## config.mk

```make
export PLATFORM = sky130hd
export DESIGN_NAME = dense_bcast_fc
export DESIGN_NICKNAME = d
export VERILOG_FILES = /design/src/rtl/fcl_pkg.sv /design/src/rtl/fcl_ctrl.sv /design/src/rtl/fcl_weight_buf.sv /design/src/rtl/fcl_mac_bank.sv /design/src/rtl/fcl_post.sv /design/src/rtl/dense_bcast_fc.sv
export SDC_FILE = /design/constraint.sdc
export NUM_CORES = 2
export LEC_CHECK = 0
export ABC_AREA = 1
export BUFFER_PORTS_ARGS = -buffer_cell sky130_fd_sc_hd__buf_2
export CORE_ASPECT_RATIO = 0.75
export CORE_MARGIN = 1
export CORE_UTILIZATION = 58
export CTS_CLUSTER_SIZE = 40
export DETAILED_ROUTE_END_ITERATION = 8
export GPL_TIMING_DRIVEN = 1
export MAX_ROUTING_LAYER = met4
export PLACE_DENSITY = 0.75
export RECOVER_POWER = 50
export SLEW_MARGIN = 10
export SYNTH_ARGS = -nofsm -noshare
export SYNTH_HDL_FRONTEND = slang
export SYNTH_SLANG_ARGS = --single-unit
```

## constraint.sdc

```tcl
create_clock -name clk -period 7.05 [get_ports clk]
set_clock_uncertainty 0.05 [all_clocks]
set_input_delay 0 -clock clk [delete_from_list [all_inputs] [get_ports clk]]
set_output_delay 0 -clock clk [all_outputs]
set_load 0.005 [all_outputs]
```

## src/rtl/fcl_pkg.sv

```systemverilog
// Package: shared types for the broadcast-input dense layer.
// Assumes nothing beyond being compiled before the modules that import it.
package fcl_pkg;

    // Sequencer phases: idle, broadcast/accumulate, result commit.
    typedef enum logic [1:0] {
        ST_IDLE  = 2'd0,
        ST_ACC   = 2'd1,
        ST_WRITE = 2'd2
    } fcl_state_t;

endpackage

```

## src/rtl/fcl_ctrl.sv

```systemverilog
// Sequencer: accepts start when idle, seeds the lanes with bias, walks the
// input index from 0 to N_IN-1 (one element per cycle), then commits the
// results and pulses done. Assumes N_IN >= 2.
module fcl_ctrl
    import fcl_pkg::*;
#(
    parameter  int N_IN  = 16,
    localparam int IN_AW = $clog2(N_IN)
) (
    input  logic             clk,
    input  logic             rst_n,
    input  logic             start,
    output logic             load_bias,
    output logic             mac_en,
    output logic [IN_AW-1:0] rd_idx,
    output logic             commit,
    output logic             busy,
    output logic             done
);

    localparam logic [IN_AW-1:0] LAST_IDX = IN_AW'(N_IN - 1);

    fcl_state_t       st_q;
    logic [IN_AW-1:0] idx_q;
    logic             done_q;

    // Decode phase strobes from the current state.
    assign busy      = (st_q != ST_IDLE);
    assign load_bias = (st_q == ST_IDLE) && start;
    assign mac_en    = (st_q == ST_ACC);
    assign commit    = (st_q == ST_WRITE);
    assign rd_idx    = idx_q;
    assign done      = done_q;

    // Advance the phase and the broadcast index; done follows commit.
    always_ff @(posedge clk) begin
        if (!rst_n) begin
            st_q   <= ST_IDLE;
            idx_q  <= '0;
            done_q <= 1'b0;
        end else begin
            done_q <= (st_q == ST_WRITE);
            case (st_q)
                ST_IDLE: begin
                    idx_q <= '0;
                    if (start) st_q <= ST_ACC;
                end
                ST_ACC: begin
                    if (idx_q == LAST_IDX) st_q <= ST_WRITE;
                    else                   idx_q <= idx_q + 1'b1;
                end
                ST_WRITE: st_q <= ST_IDLE;
                default:  st_q <= ST_IDLE;
            endcase
        end
    end

endmodule

```

## src/rtl/fcl_weight_buf.sv

```systemverilog
// Weight store organised by input index: one read returns the whole column
// of N_OUT weights for that input, so all lanes are fed in one cycle. Writes
// are element-wise from the host. Storage is not reset (the host loads it).
module fcl_weight_buf #(
    parameter  int N_IN   = 16,
    parameter  int N_OUT  = 10,
    parameter  int WW     = 8,
    localparam int IN_AW  = $clog2(N_IN),
    localparam int OUT_AW = $clog2(N_OUT)
) (
    input  logic                clk,
    input  logic                we,
    input  logic [IN_AW-1:0]    wr_in,
    input  logic [OUT_AW-1:0]   wr_out,
    input  logic [WW-1:0]       wr_data,
    input  logic [IN_AW-1:0]    rd_idx,
    output logic [N_OUT*WW-1:0] col
);

    logic [WW-1:0] mem_q [N_IN][N_OUT];

    // Store one host-written weight element, ignoring out-of-range indices.
    always_ff @(posedge clk) begin
        if (we && int'(wr_in) < N_IN && int'(wr_out) < N_OUT)
            mem_q[wr_in][wr_out] <= wr_data;
    end

    // Present the column for the current broadcast index.
    for (genvar o = 0; o < N_OUT; o++) begin : g_col
        assign col[o*WW +: WW] = mem_q[rd_idx][o];
    end

endmodule

```

## src/rtl/fcl_mac_bank.sv

```systemverilog
// Bank of N_OUT multiply-accumulate lanes. Every lane receives the same
// broadcast input element and its own weight from the column. A load seeds
// each accumulator with its sign-extended bias. Assumes ACCW is wide enough
// for bias plus N_IN full-scale products.
module fcl_mac_bank #(
    parameter int N_OUT = 10,
    parameter int DW    = 8,
    parameter int WW    = 8,
    parameter int BW    = 16,
    parameter int ACCW  = 22
) (
    input  logic                  clk,
    input  logic                  rst_n,
    input  logic                  load,
    input  logic                  mac_en,
    input  logic [N_OUT*BW-1:0]   bias_flat,
    input  logic signed [DW-1:0]  x,
    input  logic [N_OUT*WW-1:0]   w_col,
    output logic [N_OUT*ACCW-1:0] acc_flat
);

    localparam int PW = DW + WW;

    for (genvar o = 0; o < N_OUT; o++) begin : g_lane
        logic signed [WW-1:0]   w;
        logic signed [PW-1:0]   prod;
        logic signed [ACCW-1:0] acc_q;

        assign w    = $signed(w_col[o*WW +: WW]);
        assign prod = w * x;
        assign acc_flat[o*ACCW +: ACCW] = acc_q;

        // Seed with bias on load, otherwise add this lane's product.
        always_ff @(posedge clk) begin
            if (!rst_n)      acc_q <= '0;
            else if (load)   acc_q <= ACCW'($signed(bias_flat[o*BW +: BW]));
            else if (mac_en) acc_q <= acc_q + ACCW'(prod);
        end
    end

endmodule

```

## src/rtl/fcl_post.sv

```systemverilog
// Output stage: per lane, optional zero clip, arithmetic scale-down by SHIFT,
// saturation to DW signed bits, and a register loaded only on commit.
module fcl_post #(
    parameter int N_OUT   = 10,
    parameter int DW      = 8,
    parameter int ACCW    = 22,
    parameter int SHIFT   = 4,
    parameter bit RELU_EN = 1'b1
) (
    input  logic                  clk,
    input  logic                  rst_n,
    input  logic                  commit,
    input  logic [N_OUT*ACCW-1:0] acc_flat,
    output logic [N_OUT*DW-1:0]   y
);

    for (genvar o = 0; o < N_OUT; o++) begin : g_lane
        logic signed [ACCW-1:0] a;
        logic signed [ACCW-1:0] r;
        logic signed [ACCW-1:0] s;
        logic [DW-1:0]          q;
        logic [DW-1:0]          y_q;

        assign a = $signed(acc_flat[o*ACCW +: ACCW]);

        if (RELU_EN) begin : g_relu
            assign r = a[ACCW-1] ? '0 : a;
        end else begin : g_pass
            assign r = a;
        end

        assign s = r >>> SHIFT;

        // Saturate: keep the value if the discarded upper bits are a sign run.
        always_comb begin
            if ((&s[ACCW-1:DW-1]) || !(|s[ACCW-1:DW-1])) q = s[DW-1:0];
            else if (s[ACCW-1])                          q = {1'b1, {(DW-1){1'b0}}};
            else                                         q = {1'b0, {(DW-1){1'b1}}};
        end

        // Hold the lane result until the next commit.
        always_ff @(posedge clk) begin
            if (!rst_n)      y_q <= '0;
            else if (commit) y_q <= q;
        end

        assign y[o*DW +: DW] = y_q;
    end

endmodule

```

## src/rtl/dense_bcast_fc.sv

```systemverilog
// Top: fully connected layer with input broadcast. The host loads weights,
// biases and inputs while idle; start runs N_IN accumulate cycles in which
// input element i is multiplied by column i in all lanes at once. Assumes
// no buffer writes while busy, N_IN >= 2, N_OUT >= 2 and BW <= ACCW.
module dense_bcast_fc #(
    parameter  int N_IN    = 16,
    parameter  int N_OUT   = 10,
    parameter  int DW      = 8,
    parameter  int WW      = 8,
    parameter  int BW      = 16,
    parameter  int SHIFT   = 4,
    parameter  bit RELU_EN = 1'b1,
    localparam int IN_AW   = $clog2(N_IN),
    localparam int OUT_AW  = $clog2(N_OUT)
) (
    input  logic                clk,
    input  logic                rst_n,
    input  logic                w_we,
    input  logic [IN_AW-1:0]    w_in_sel,
    input  logic [OUT_AW-1:0]   w_out_sel,
    input  logic [WW-1:0]       w_data,
    input  logic                b_we,
    input  logic [OUT_AW-1:0]   b_sel,
    input  logic [BW-1:0]       b_data,
    input  logic                x_we,
    input  logic [IN_AW-1:0]    x_sel,
    input  logic [DW-1:0]       x_data,
    input  logic                start,
    output logic                busy,
    output logic                done,
    output logic [N_OUT*DW-1:0] y
);

    localparam int ACCW = DW + WW + IN_AW + 2;

    logic [BW-1:0]          bias_q [N_OUT];
    logic [DW-1:0]          x_q    [N_IN];
    logic [N_OUT*BW-1:0]    bias_flat;
    logic [N_OUT*WW-1:0]    w_col;
    logic [N_OUT*ACCW-1:0]  acc_flat;
    logic [IN_AW-1:0]       rd_idx;
    logic                   load_bias;
    logic                   mac_en;
    logic                   commit;
    logic signed [DW-1:0]   x_cur;

    // Bias store, one entry per output lane (host loaded, not reset).
    always_ff @(posedge clk) begin
        if (b_we && int'(b_sel) < N_OUT) bias_q[b_sel] <= b_data;
    end

    // Input vector store, one entry per input element (host loaded, not reset).
    always_ff @(posedge clk) begin
        if (x_we && int'(x_sel) < N_IN) x_q[x_sel] <= x_data;
    end

    for (genvar o = 0; o < N_OUT; o++) begin : g_bias
        assign bias_flat[o*BW +: BW] = bias_q[o];
    end

    assign x_cur = $signed(x_q[rd_idx]);

    fcl_ctrl #(.N_IN(N_IN)) u_ctrl (
        .clk       (clk),
        .rst_n     (rst_n),
        .start     (start),
        .load_bias (load_bias),
        .mac_en    (mac_en),
        .rd_idx    (rd_idx),
        .commit    (commit),
        .busy      (busy),
        .done      (done)
    );

    fcl_weight_buf #(.N_IN(N_IN), .N_OUT(N_OUT), .WW(WW)) u_wbuf (
        .clk     (clk),
        .we      (w_we),
        .wr_in   (w_in_sel),
        .wr_out  (w_out_sel),
        .wr_data (w_data),
        .rd_idx  (rd_idx),
        .col     (w_col)
    );

    fcl_mac_bank #(.N_OUT(N_OUT), .DW(DW), .WW(WW), .BW(BW), .ACCW(ACCW)) u_mac (
        .clk       (clk),
        .rst_n     (rst_n),
        .load      (load_bias),
        .mac_en    (mac_en),
        .bias_flat (bias_flat),
        .x         (x_cur),
        .w_col     (w_col),
        .acc_flat  (acc_flat)
    );

    fcl_post #(.N_OUT(N_OUT), .DW(DW), .ACCW(ACCW), .SHIFT(SHIFT), .RELU_EN(RELU_EN)) u_post (
        .clk      (clk),
        .rst_n    (rst_n),
        .commit   (commit),
        .acc_flat (acc_flat),
        .y        (y)
    );

endmodule

```

; ---- Word-level counts from Yosys, hierarchy flattened
; Memories as Yosys holds them, arrays and structs flattened. A register that Yosys moved wholly into a read port is not among the register bits.
; Index checks and enable logic that the tools add are counted.
[totals]
ff_bits = 307
latch_bits = 0
ram_bits = 1568
rom_bits = 0
input_bits = 54
output_inout_bits = 82
word_cells = 175
memories = 3
[memory_table]
columns = memory, depth, width, rd, rd_ports_with_merged_regs, write_ports, line
row1 = u_wbuf.mem_q, 16, 80, 1, 1, 1, fcl_weight_buf.sv:20  ; logic [WW-1:0] mem_q [N_IN][N_OUT];
row2 = bias_q, 10, 16, 10, 0, 1, dense_bcast_fc.sv:36  ; logic [BW-1:0] bias_q [N_OUT];
row3 = x_q, 16, 8, 1, 1, 1, dense_bcast_fc.sv:37  ; logic [DW-1:0] x_q [N_IN];
[op_classes]
add_sub_neg = 11
n_mul = 10
n_div = 0
magnitude_cmp = 4
eq_ne = 6
shifts = 0
mux = 67
bitwise_logic = 1
reduce_logical = 50
[ops]
columns = operator, n
row1 = $mux W22, 20
row2 = $add A22 B16 Y22, 10
row3 = $mux W21, 10
row4 = $mux W8, 21
row5 = $mul A8 B8 Y16, 10
row6 = $reduce_and A11 Y1, 10
row7 = $reduce_or A11 Y1, 10
row8 = $mux W80, 1
row9 = $demux W8 S4, 1
row10 = $mux W4, 5
row11 = $logic_not A1 Y1, 10
row12 = $logic_or A1 B1 Y1, 10
row13 = $lt A4 B4 Y1 const B, 2
row14 = $pmux W4 S2, 1
row15 = $reduce_bool A2 Y1, 3
row16 = $ge A5 B5 Y1 const B, 1
row17 = $lt A5 B1 Y1 const B, 1
row18 = $mux W1, 5
row19 = $not A4 Y5, 1
row20 = $add A4 B1 Y4 const B, 1
row21 = $eq A4 B4 Y1 const B, 1
row22 = $logic_and A1 B1 Y1, 4
row23 = $mux W2, 2
row24 = $ne A2 B2 Y1 const B, 2
row25 = other kinds (6), 7

; ---- Longest topological paths before layout
[logic_depth]
depth_word = 6
ltp_mapped = 31
ltp_nobuf = 27

; ---- Cells and area by module
; A second synthesis with hierarchy kept.
[hier_totals]
cells_unflattened = 13171
hier_area_um2 = 120256.6
[modules_own_cells]
columns = module, n_inst, cells_per_inst, area_each_um2, seq_area_each_um2
row1 = fcl_weight_buf, 1, 5373, 55388.1, 38436.9
row2 = fcl_mac_bank, 1, 6461, 50203.1, 4404.2
row3 = dense_bcast_fc, 1, 726, 10512.6, 8648.3
row4 = fcl_post, 1, 569, 3822.4, 1601.5
row5 = fcl_ctrl, 1, 42, 330.3, 140.1

; ---- Worst setup path before layout
; OpenSTA, ideal clock, no wires.
[synth_timing]
kind = register -> register
start = reg with a tool-made name
end = reg u_mac.g_lane[0].acc_q[21]
arrival_ns = 5.572
required_time_ns = 6.930
path_slack_ns = 1.358
path_stages_with_launch = 30
n_path_buf = 5
period_less_slack_ns = 5.692
path_cell_list = dfxtp_1 > buf_6 > buf_6 > buf_6 > buf_6 > nor2_1 > o221ai_1 > nand3_1 > nand2_1 > buf_4 > nand2_1 > inv_1 > fa_1 > inv_1 > fa_1 > fa_1 > inv_1 > fa_1 > ha_1 > ha_1 > nand2_1 > nor2_1 > inv_1 > nor3_1 > nand3_1 > inv_1 > nor2_1 > nand2_1 > nand3_1 > a21oi_1
[synth_lines]
columns = element, line
row1 = to (signal assigned), fcl_mac_bank.sv:36  ; else if (load) acc_q <= ACCW'($signed(bias_flat[o*BW +: BW]));
row2 = to (signal assigned), fcl_mac_bank.sv:37  ; else if (mac_en) acc_q <= acc_q + ACCW'(prod);
row3 = to (decl), fcl_mac_bank.sv:27  ; logic signed [ACCW-1:0] acc_q;

==> out/results.ini <==
[outcome]
status = finished with violations
failed_checks = max-capacitance violations, max-slew violations

[cts]
clk_path_buf_depth = 3
cts_tree = built
cts_buffers = 175
root_buffer = clkbuf_16
htreeDepth = 4
clk_latency_ns = 0.86
cts_sinks = 1879
clkTransAtPathRegs_ns = 0.07

[placed_design]
place_congestion = 0.973
port_buffers = 135
dpl.hpwl_mm = 216

[timing]
period_share = 0.963
hold-worst-slack_ns = 0.241
maxSlewHeadroom = -2.00
min_period_ns = 6.79
drv_slew = 1033
worst_pin_slew_ns = 4.50
max_freq_ghz = 0.147
rsz0062_at_grt = true
finalHoldViolCount = 0
setup_viol = 0

[yosys]
syn_area_um2 = 114000
ys.warnings.count = 0
synth_top_area_frac = 0.413
synth_edf_count = 1568
avgSynthCellArea_um2 = 10.2
async_flop_share = 0
synth_cell_types = 37
synth_nets = 12700
yosys_most_used_dff = edfxtp_1
synthTopCellsByCount = nand2_1, inv_1, edfxtp_1, nor2_1, o21ai_0
synth.yosys.seq_area_share = 0.467
synth-seq-cells = 1879
synth_most_common_cell = nand2_1
synthTopCellsByArea = edfxtp_1, fa_1, nand2_1, ha_1, dfxtp_1
post-synth-top-area-cell = edfxtp_1
synth_cells = 11100

[global_routing]
grt_pass1_wl_mm = 489
grt_pass1_vias = 82500
antenna_found_initial = 14
grt_max_degree = 159
groute.usage.overall = 0.333
grt_overflow = 0

[routing]
drt_iter0_drc = 10200
viasPerCell = 5.94
ant_nets = 0
drt-pass1-iter-count = 9
avgRoutedWirePerCell_um = 22.6
routed_wl_mm = 317
vias = 83400
drc = 0

[floorplanning]
die_width_um = 514
die-area_um2 = 199000
initial_utilization = 0.586
core_um2 = 195000
rows = 140
die_y_um = 386
io_pins = 136

[setup_path]
cp-start-kind = register
critPathMaxFanout = 55
critPathArrivalTime_ns = 7.46
crit_type = reg2reg
reg2reg_depth = 25
end_kind = register
critPathRequiredTime_ns = 7.73

[worst_hold_path]
hp-class = in2reg
whs_path_depth = 4

[cells_and_area]
areaGrowthSynthToFinish_pct = 9.02
drive_gt1_frac = 0.0475
nets = 12800

[run]
max-cap-violations = 30

==> layer usage <==
metal,GRT usage,routed length [um],up-vias
met5,-,0,-
met4,0.123,12700,0
met3,0.0673,33500,600
met2,0.491,140000,4420
met1,0.459,131000,41000
li1,-,-,37300
==> through the flow <==
stage	util	instances	setup slack [ns]	area, um^2	setup TNS [ns]
floorplan	-	11100	1.36	114000	0
global placement	0.606	13600	0.326	118000	0
detailed placement	0.606	13600	0.296	118000	0
CTS	0.639	14000	0.237	124000	0
global route	0.638	14000	-0.0359	124000	-0.0359
finish	0.639	14000	0.264	124000	0
==> worst paths after layout <==
path	from	endpoint	slack [ns]
worst max-delay path	register	u_mac.g_lane[6].acc_q[9]$_SDFFE_PN0P_	0.26
worst min-delay path	rst_n	u_mac.g_lane[2].acc_q[15]$_SDFFE_PN0P_	0.24
worst max register to register	register	u_mac.g_lane[6].acc_q[9]$_SDFFE_PN0P_	0.26
worst min register to register	u_post.g_lane[1].y_q[7]$_SDFFE_PN0P_	u_post.g_lane[1].y_q[7]$_SDFFE_PN0P_	0.38
==> cells in the final DEF (no fill, tap or decap), types with 36 or more instances in the layout <==
cell | netlist | routed
clkbuf_16 | 0 | 179
ha_1 | 501 | 501
nor2_1 | 1222 | 1220
o221ai_1 | 256 | 256
o21bai_1 | 36 | 36
buf_12 | 0 | 39
dlygate4sd3_1 | 0 | 59
o211ai_1 | 182 | 182
clkinv_1 | 4 | 41
xnor2_1 | 50 | 50
clkbuf_1 | 291 | 150
nand3b_1 | 62 | 62
fa_1 | 960 | 960
nand3_1 | 433 | 433
inv_1 | 1627 | 1624
o22ai_1 | 95 | 95
a21oi_1 | 342 | 342
buf_4 | 50 | 158
o21ai_0 | 1027 | 1027
dfxtp_1 | 311 | 307
edfxtp_1 | 1568 | 1568
nand2_1 | 1800 | 1791
==> state kept, by name, summed over array words and instances, names as in the netlist, named ones only <==
register and flops:
x_q 128, u_ctrl.rd_idx 4, bias_q 160, u_wbuf.mem_q 1280, u_post.g_lane.y_q 80, u_ctrl.done 1
u_ctrl.st_q 2, u_mac.g_lane.acc_q 220
==> logic make-up after synthesis <==
group	synth area share
AND/OR/NAND/NOR	0.127
AO/OA/AOI/OAI	0.102
adder cells (fa/ha/maj)	0.223
XOR/XNOR	0.00606
buffers and inverters	0.0740
flip-flops	0.467
==> worst max-delay path, cell delays in order (launching register included) <==
cell	delay, ns
dfxtp_4	0.39
inv_8	0.37
buf_4	0.37
buf_4	0.22
o21ai_0	0.09
o221ai_1	0.38
nand3_1	0.14
nand2_1	0.39
nand2_1	0.15
fa_1	0.58
inv_1	0.07
fa_1	0.48
fa_1	0.61
fa_1	0.46
fa_1	0.45
ha_1	0.34
nand2_1	0.15
inv_1	0.06
nand2_1	0.06
nand2_1	0.08
nor2_1	0.17
xor2_1	0.24
nand2_1	0.08
o21ai_0	0.11
a21o_1	0.14
inv_1	0.03
==> area by class of cell <==
class,count,area (um^2)
Fill cell,15200,70400
Sequential cell,1879,53300
Multi-Input combinational cell,7134,52500
Inverter,1640,6200
Clock buffer,213,4670
Tap cell,2627,3290
Timing Repair Buffer,413,3250
Clock inverter,109,1140
Antenna cell,22,55.1
==> timing repair <==
item	CTS	global route
hold buffers	59	0
setup buffers	0	1
endpoints found under the setup margin	0	33
gates resized for setup	0	13
hold endpoints to repair	1228	0
Power is left out: the tool's default activity adds up to more than one toggle a clock period on the data nets, which glitch-free logic cannot reach.
